## config.mk

```make
export PLATFORM = sky130hd
export DESIGN_NAME = indp_cmd_unit
export DESIGN_NICKNAME = d
export VERILOG_FILES = /design/src/rtl/indp_pkg.sv /design/src/rtl/ind_phy_regs.sv /design/src/rtl/ind_lat_timer.sv /design/src/rtl/indp_cmd_unit.sv
export SDC_FILE = /design/constraint.sdc
export NUM_CORES = 2
export LEC_CHECK = 0
export ABC_AREA = 1
export BUFFER_PORTS_ARGS = -buffer_cell sky130_fd_sc_hd__buf_2
export CAP_MARGIN = 15
export CORE_ASPECT_RATIO = 0.8
export CORE_UTILIZATION = 35
export DETAILED_ROUTE_END_ITERATION = 10
export PLACE_DENSITY_LB_ADDON = 0.08
export SKIP_LAST_GASP = 1
export SLEW_MARGIN = 5
export SYNTH_ARGS = -nofsm -noshare
export SYNTH_HDL_FRONTEND = slang
export SYNTH_HIERARCHICAL = 1
export SYNTH_SLANG_ARGS = --single-unit
export TNS_END_PERCENT = 1
```

## constraint.sdc

```tcl
create_clock -name clk -period 3.45 [get_ports clk]
set_input_delay 0.1725 -clock clk [delete_from_list [all_inputs] [get_ports clk]]
set_output_delay 0.1725 -clock clk [all_outputs]
set_load 0.02 [all_outputs]
```

## src/rtl/indp_pkg.sv

```systemverilog
package indp_pkg;

    typedef enum logic [1:0] {
        ST_IDLE = 2'd0,
        ST_WAIT = 2'd1,
        ST_FIN  = 2'd2
    } indp_state_e;

    localparam int CMD_START_B = 15;
    localparam int CMD_C22_B   = 12;
    localparam int CMD_RD_B    = 11;
    localparam int CMD_WR_B    = 10;

    // Reset image of the modelled PHY registers
    function automatic logic [15:0] phy_reset_val(input logic [4:0] dev,
                                                  input logic [4:0] ra);
        return {3'b101, dev, 3'b010, ra};
    endfunction

endpackage

```

## src/rtl/ind_phy_regs.sv

```systemverilog
module ind_phy_regs
    import indp_pkg::*;
#(
    parameter logic [4:0] DEV_ID = 5'h10,
    parameter int         DW     = 16,
    parameter int         NREG   = 32
) (
    input  logic                    clk,
    input  logic                    rst_n,
    input  logic                    we,
    input  logic [$clog2(NREG)-1:0] wa,
    input  logic [DW-1:0]           wd,
    input  logic [$clog2(NREG)-1:0] ra,
    output logic [DW-1:0]           rd
);

    logic [DW-1:0] mem [NREG];

    always_ff @(posedge clk) begin
        if (!rst_n) begin
            for (int i = 0; i < NREG; i++) begin
                mem[i] <= DW'(phy_reset_val(DEV_ID, 5'(i)));
            end
        end else if (we) begin
            mem[wa] <= wd;
        end
    end

    assign rd = mem[ra];

endmodule

```

## src/rtl/ind_lat_timer.sv

```systemverilog
module ind_lat_timer #(
    parameter int LAT = 16
) (
    input  logic clk,
    input  logic rst_n,
    input  logic load,
    input  logic run,
    output logic expired
);

    localparam int CW = (LAT > 1) ? $clog2(LAT) : 1;

    logic [CW-1:0] cnt_q;

    always_ff @(posedge clk) begin
        if (!rst_n) begin
            cnt_q <= '0;
        end else if (load) begin
            cnt_q <= CW'(LAT - 1);
        end else if (run && (cnt_q != '0)) begin
            cnt_q <= cnt_q - 1'b1;
        end
    end

    assign expired = (cnt_q == '0);

endmodule

```

## src/rtl/indp_cmd_unit.sv

```systemverilog
module indp_cmd_unit
    import indp_pkg::*;
#(
    parameter logic [4:0] MGMT_DEV = 5'h17,
    parameter logic [4:0] CMD_OFS  = 5'h18,
    parameter logic [4:0] DAT_OFS  = 5'h19,
    parameter logic [4:0] DEV_LO   = 5'h10,
    parameter logic [4:0] DEV_HI   = 5'h14,
    parameter int         ACC_LAT  = 16
) (
    input  logic        clk,
    input  logic        rst_n,
    input  logic        acc_wr,
    input  logic [4:0]  acc_dev,
    input  logic [4:0]  acc_reg,
    input  logic [15:0] acc_wdata,
    output logic [15:0] acc_rdata
);

    localparam int NUM_DEV = int'(DEV_HI) - int'(DEV_LO) + 1;
    localparam int IW      = (NUM_DEV > 1) ? $clog2(NUM_DEV) : 1;

    indp_state_e st_q, st_d;

    logic [14:0] cmd_q;
    logic [15:0] dat_q;
    logic [4:0]  op_dev_q, op_reg_q;
    logic [15:0] op_val_q;
    logic        op_wr_q, op_rd_q;

    logic        hit_host, busy, cmd_try, cmd_take, dat_take, start;
    logic        tmr_expired, tmr_run;
    logic        bank_we, load_rd, dev_in;
    logic [IW-1:0] dev_idx;
    logic [15:0] bank_rd;
    logic [15:0] bank_rd_arr [NUM_DEV];

    // Host side decode
    assign hit_host = (acc_dev == MGMT_DEV);
    assign busy     = (st_q != ST_IDLE);
    assign cmd_try  = acc_wr && hit_host && (acc_reg == CMD_OFS);
    assign cmd_take = cmd_try && !busy;
    assign dat_take = acc_wr && hit_host && (acc_reg == DAT_OFS) && !busy;
    assign start    = cmd_take && acc_wdata[CMD_START_B];

    // State register
    always_ff @(posedge clk) begin
        if (!rst_n) st_q <= ST_IDLE;
        else        st_q <= st_d;
    end

    // Next state
    always_comb begin
        st_d = st_q;
        unique case (st_q)
            ST_IDLE: if (start)       st_d = ST_WAIT;
            ST_WAIT: if (tmr_expired) st_d = ST_FIN;
            ST_FIN:                   st_d = ST_IDLE;
            default:                  st_d = ST_IDLE;
        endcase
    end

    // State outputs
    always_comb begin
        tmr_run = 1'b0;
        bank_we = 1'b0;
        load_rd = 1'b0;
        unique case (st_q)
            ST_IDLE: ;
            ST_WAIT: tmr_run = 1'b1;
            ST_FIN: begin
                bank_we = op_wr_q && dev_in;
                load_rd = op_rd_q;
            end
            default: ;
        endcase
    end

    ind_lat_timer #(.LAT(ACC_LAT)) u_tmr (
        .clk     (clk),
        .rst_n   (rst_n),
        .load    (start),
        .run     (tmr_run),
        .expired (tmr_expired)
    );

    // Host registers and latched operation
    always_ff @(posedge clk) begin
        if (!rst_n) begin
            cmd_q    <= '0;
            dat_q    <= '0;
            op_dev_q <= '0;
            op_reg_q <= '0;
            op_val_q <= '0;
            op_wr_q  <= 1'b0;
            op_rd_q  <= 1'b0;
        end else begin
            if (cmd_take) cmd_q <= acc_wdata[14:0];
            if (start) begin
                op_dev_q <= acc_wdata[9:5];
                op_reg_q <= acc_wdata[4:0];
                op_val_q <= dat_q;
                op_wr_q  <= acc_wdata[CMD_C22_B] && acc_wdata[CMD_WR_B] && !acc_wdata[CMD_RD_B];
                op_rd_q  <= acc_wdata[CMD_C22_B] && acc_wdata[CMD_RD_B] && !acc_wdata[CMD_WR_B];
            end
            if (dat_take)     dat_q <= acc_wdata;
            else if (load_rd) dat_q <= bank_rd;
        end
    end

    // Modelled PHY register banks
    assign dev_in  = (op_dev_q >= DEV_LO) && (op_dev_q <= DEV_HI);
    assign dev_idx = IW'(op_dev_q - DEV_LO);

    for (genvar g = 0; g < NUM_DEV; g++) begin : g_dev
        ind_phy_regs #(
            .DEV_ID (5'(int'(DEV_LO) + g)),
            .DW     (16),
            .NREG   (32)
        ) u_regs (
            .clk   (clk),
            .rst_n (rst_n),
            .we    (bank_we && (dev_idx == IW'(g))),
            .wa    (op_reg_q),
            .wd    (op_val_q),
            .ra    (op_reg_q),
            .rd    (bank_rd_arr[g])
        );
    end

    assign bank_rd = dev_in ? bank_rd_arr[dev_idx] : 16'hFFFF;

    // Host read mux
    always_comb begin
        acc_rdata = '0;
        if (hit_host && (acc_reg == CMD_OFS))      acc_rdata = {busy, cmd_q};
        else if (hit_host && (acc_reg == DAT_OFS)) acc_rdata = dat_q;
    end

endmodule

```

==> results_dict.tcl <==
set metrics [dict create \
    ff_latch_area_sq_mm 0.0782 \
    netlist_instances 12900 \
    seq_area_frac_synth 0.638 \
    synthToLayoutAreaGrowth_pct 13.7 \
    place_congestion 0.917 \
    grt_max_degree 108 \
    ff2ff_path_depth 19 \
    root_buffer "clkbuf_16" \
    die_area_sq_mm 0.352 \
    holdCritStartpoint "acc_reg[1]" \
    rsz0062_at_grt "true" \
    hp-class "input pin to flip-flop" \
    routed_wl_um 410000 \
    nFillCells 34400 \
    detail_route.iter0.violations 9295 \
    num_vias 91900 \
    cts-buffers-inserted 297 \
    syn_area_sq_mm 0.122 \
    synth_seq_cells 2625 \
    synthXorXnorAreaFrac 0 \
    worstReg2RegStart "op_reg_q[0]" \
    ant_nets 0 \
    syn_nets 12900 \
    initial_core_util 0.353 \
    synth_compound_area_frac 0.00370 \
    power_w 0.0689 \
    netlist-cell-type-count 38 \
    die_h_um 531 \
    finalInstanceArea_sq_mm 0.139 \
    drc_errors 0 \
    grt_pass1_vias 88000 \
    die_width_um 663 \
    p_int_w 0.0540 \
    dp_slack_ns 0.0546 \
    layout-drive-gt1-share 0.118 \
    cts_setup_buffers 0 \
    coreArea_sq_mm 0.347 \
    io_pins 45 \
    finClkSkew_ns 0.0401 \
    hold_violations 0 \
    worst_pin_slew_ns 1.20 \
    status "completed" \
    place.port_buffers 44 \
    cp.arrival_ns 3.23 \
    rr_endpoint "dat_q[11]" \
    critical-path-top-delay-family "buffers and inverters" \
    grt_pass1_wl_um 600000 \
    cts_tree "yes" \
    cts.sinks 2625 \
    htree_levels 5 \
    p_sw_w 0.0149 \
    yosys.area_share.simple 0.311 \
    avgSynthCellArea_sq_um 9.51 \
    synth_mux_area_frac 0 \
    power_density_mw_per_mm2 495 \
    finalCritPeriodShare 0.987 \
    synthArstFlopShare 0 \
    holdPathEnd "dat_q[4]" \
    clock_latency_ns 0.93 \
    setup_viol 0 \
    antenna_found_initial 10 \
    crit_path_cell_trace "dlygate4sd3_1 -> buf_2 -> inv_1 -> nand3_1 -> dlygate4sd3_1 -> nor2_4 -> and2_1 -> buf_4 -> nand3_1 -> o21ai_0 -> buf_2" \
    crit_buf_inv 6 \
    ir_worst_vdd_mv 0.393 \
    report.final.slew_viol_count 0 \
    place_area_sq_mm 0.130 \
    final_core_util 0.402 \
    clockPowerShare 0.445 \
    min_period_ns 3.40 \
    track_usage 0.228 \
    required_ns 3.28 \
    overflow 0 \
    yosysWarnings 6 \
    rows 193 \
    slowest_stage "dlygate4sd3_1" \
    cp_max_fo 14 \
    synth_top_family_by_area "simple AND/OR/NAND/NOR gates" \
    leakage_nw 50.0 \
    layout.cells.non_filler 17800 \
    p_comb_frac 0.027 \
    start_kind "input pin" \
    cts_buffer_depth 4 \
    critPathMaxStageDelay_ns 0.58 \
    cts.clk_slew.worst_paths_ns 0.06 \
    drv_cap 0 \
    yosysTopAreaCell "edfxtp_1" \
    hold_depth 9 \
    critPathKind "input pin to output port" \
    synth.most_common_cell "nand2_1" \
    ys_top_cells_by_area "edfxtp_1 (63%), nand2_1 (16%), nand3_1 (8.0%), nor2_1 (4.3%), buf_2 (1.3%)" \
    hpwl_um 271000 \
    drt_pass1_iterations 7 \
    route.detailed.wl_per_inst_um 23.1 \
    reg2reg_slack_ns 0.07 \
    synth_common_cells "nand2_1 (5167), edfxtp_1 (2560), nand3_1 (1970)" \
    synth_adder_area_share 0.000102 \
    slew_headroom 0.202 \
    fmax_mhz 294 \
    vias_per_cell 5.18 \
    nets 13000 \
    pwr-share-seq 0.528 \
    ys.flop_type "edfxtp_1" \
    synth_edf_count 2560 \
    dp.cells 17200 \
    multi_input_area_sq_mm 0.0386 \
    setup_slack_ns 0.0463 \
    cp-end-kind "output port" \
    synth_top_area_share 0.628 \
    netSwitchingFraction 0.217 \
]
[logic make-up (layout without fill, tap and decap cells)]
logic type      Yosys count  in the layout
compound gates           89             89
fa+ha+maj                 1              1
buf+inv                1292           1588
flops                  2625           2625
other cells               0              4
simple gates           8871           8871
[worst register-to-register path, stage by stage, from the launching register on]
cell	delay, ns
dfxtp_4	0.46
buf_12	0.22
inv_8	0.24
buf_12	0.34
nand2_1	0.16
nand3_1	0.11
nand3_1	0.12
nand2_1	0.23
nand2_1	0.17
nand2_1	0.10
nand2_1	0.08
nand2_1	0.13
nand2_1	0.16
nand2_1	0.25
nand2_1	0.10
nand2_1	0.07
nand2_1	0.04
a21oi_1	0.21
nor2_1	0.06
nor2_1	0.09
[final cells by class]
type / instances / share of cell area
Sequential cell: 2625 / 0.561
Multi-Input combinational cell: 8961 / 0.277
Clock buffer: 378 / 0.0567
Timing Repair Buffer: 647 / 0.0425
Tap cell: 4582 / 0.0412
Inverter: 411 / 0.0120
Clock inverter: 152 / 0.00922
Antenna cell: 4 / 0.0000719
[what timing repair did]
item / in CTS / in global routing
hold buffers: 31 / 0
setup endpoints to repair: 0 / 289
resized for setup: 0 / 5
endpoints found under the hold margin: 61 / 0
[power groups by stage]
| stage | clock [W] | sequential (W) | combinational [W] |
|---|---|---|---|
| floorplan | 0 | 0.0369 | 0.000962 |
| global placement | 0 | 0.0370 | 0.00179 |
| detailed placement | 0 | 0.0370 | 0.00182 |
| CTS | 0.0314 | 0.0364 | 0.00185 |
| global route | 0.0325 | 0.0365 | 0.00203 |
| finish | 0.0307 | 0.0364 | 0.00186 |
[through the flow]
step | TNS (ns) | hold WS, ns
after floorplan | 0 | 0.270
after global placement | 0 | 0.434
after detailed placement | 0 | 0.441
after CTS | 0 | 0.0106
after global routing | -12.80 | 0.100
final | 0 | 0.101
[registers in the layout, summed over array words and instances (netlist names)]
| name | count |
|---|---|
| g_dev.u_regs/mem | 2560 |
| dat_q | 16 |
| op_val_q | 16 |
| cmd_q | 15 |
| op_dev_q | 5 |
| op_reg_q | 5 |
| u_tmr/cnt_q | 4 |
| st_q | 2 |
| op_rd_q | 1 |
| op_wr_q | 1 |
[worst max-delay path by stage]
stage / slack [ns] / startpoint / depth (start not counted) / to
floorplan: 0.56 / op_dev_q[0] / 14 / g_dev[0].u_regs/mem[12][0]
global placement: 0.04 / op_dev_q[0] / 12 / g_dev[1].u_regs/mem[31][13]
detailed placement: 0.05 / op_dev_q[0] / 12 / g_dev[1].u_regs/mem[31][8]
CTS: 0.05 / op_dev_q[0] / 12 / g_dev[1].u_regs/mem[31][2]
global route: -0.10 / op_dev_q[0] / 12 / g_dev[1].u_regs/mem[31][10]
finish: 0.05 / acc_dev[3] / 11 / acc_rdata[5]
[routing by layer]
metal	wire, um	global-route usage	vias up
met1	197000	0.350	45600
met2	172000	0.335	3196
met5	13	0	-
met3	32500	0.0403	452
met4	8160	0.0480	2
li1	-	-	42700
[layout by cell type (no fill, tap or decap), drive strengths merged, types with 9 or more instances in the layout]
master / n
nor2: 1641
nand4: 13
a21oi: 30
o21ai: 59
nand3: 1973
clkinv: 144
dlygate4sd3: 31
edfxtp: 2560
clkinvlp: 9
nor3: 65
dfxtp: 65
buf: 616
clkbuf: 378
bufinv: 18
inv: 392
nand2: 5176
(Power assumes the default switching activity.)
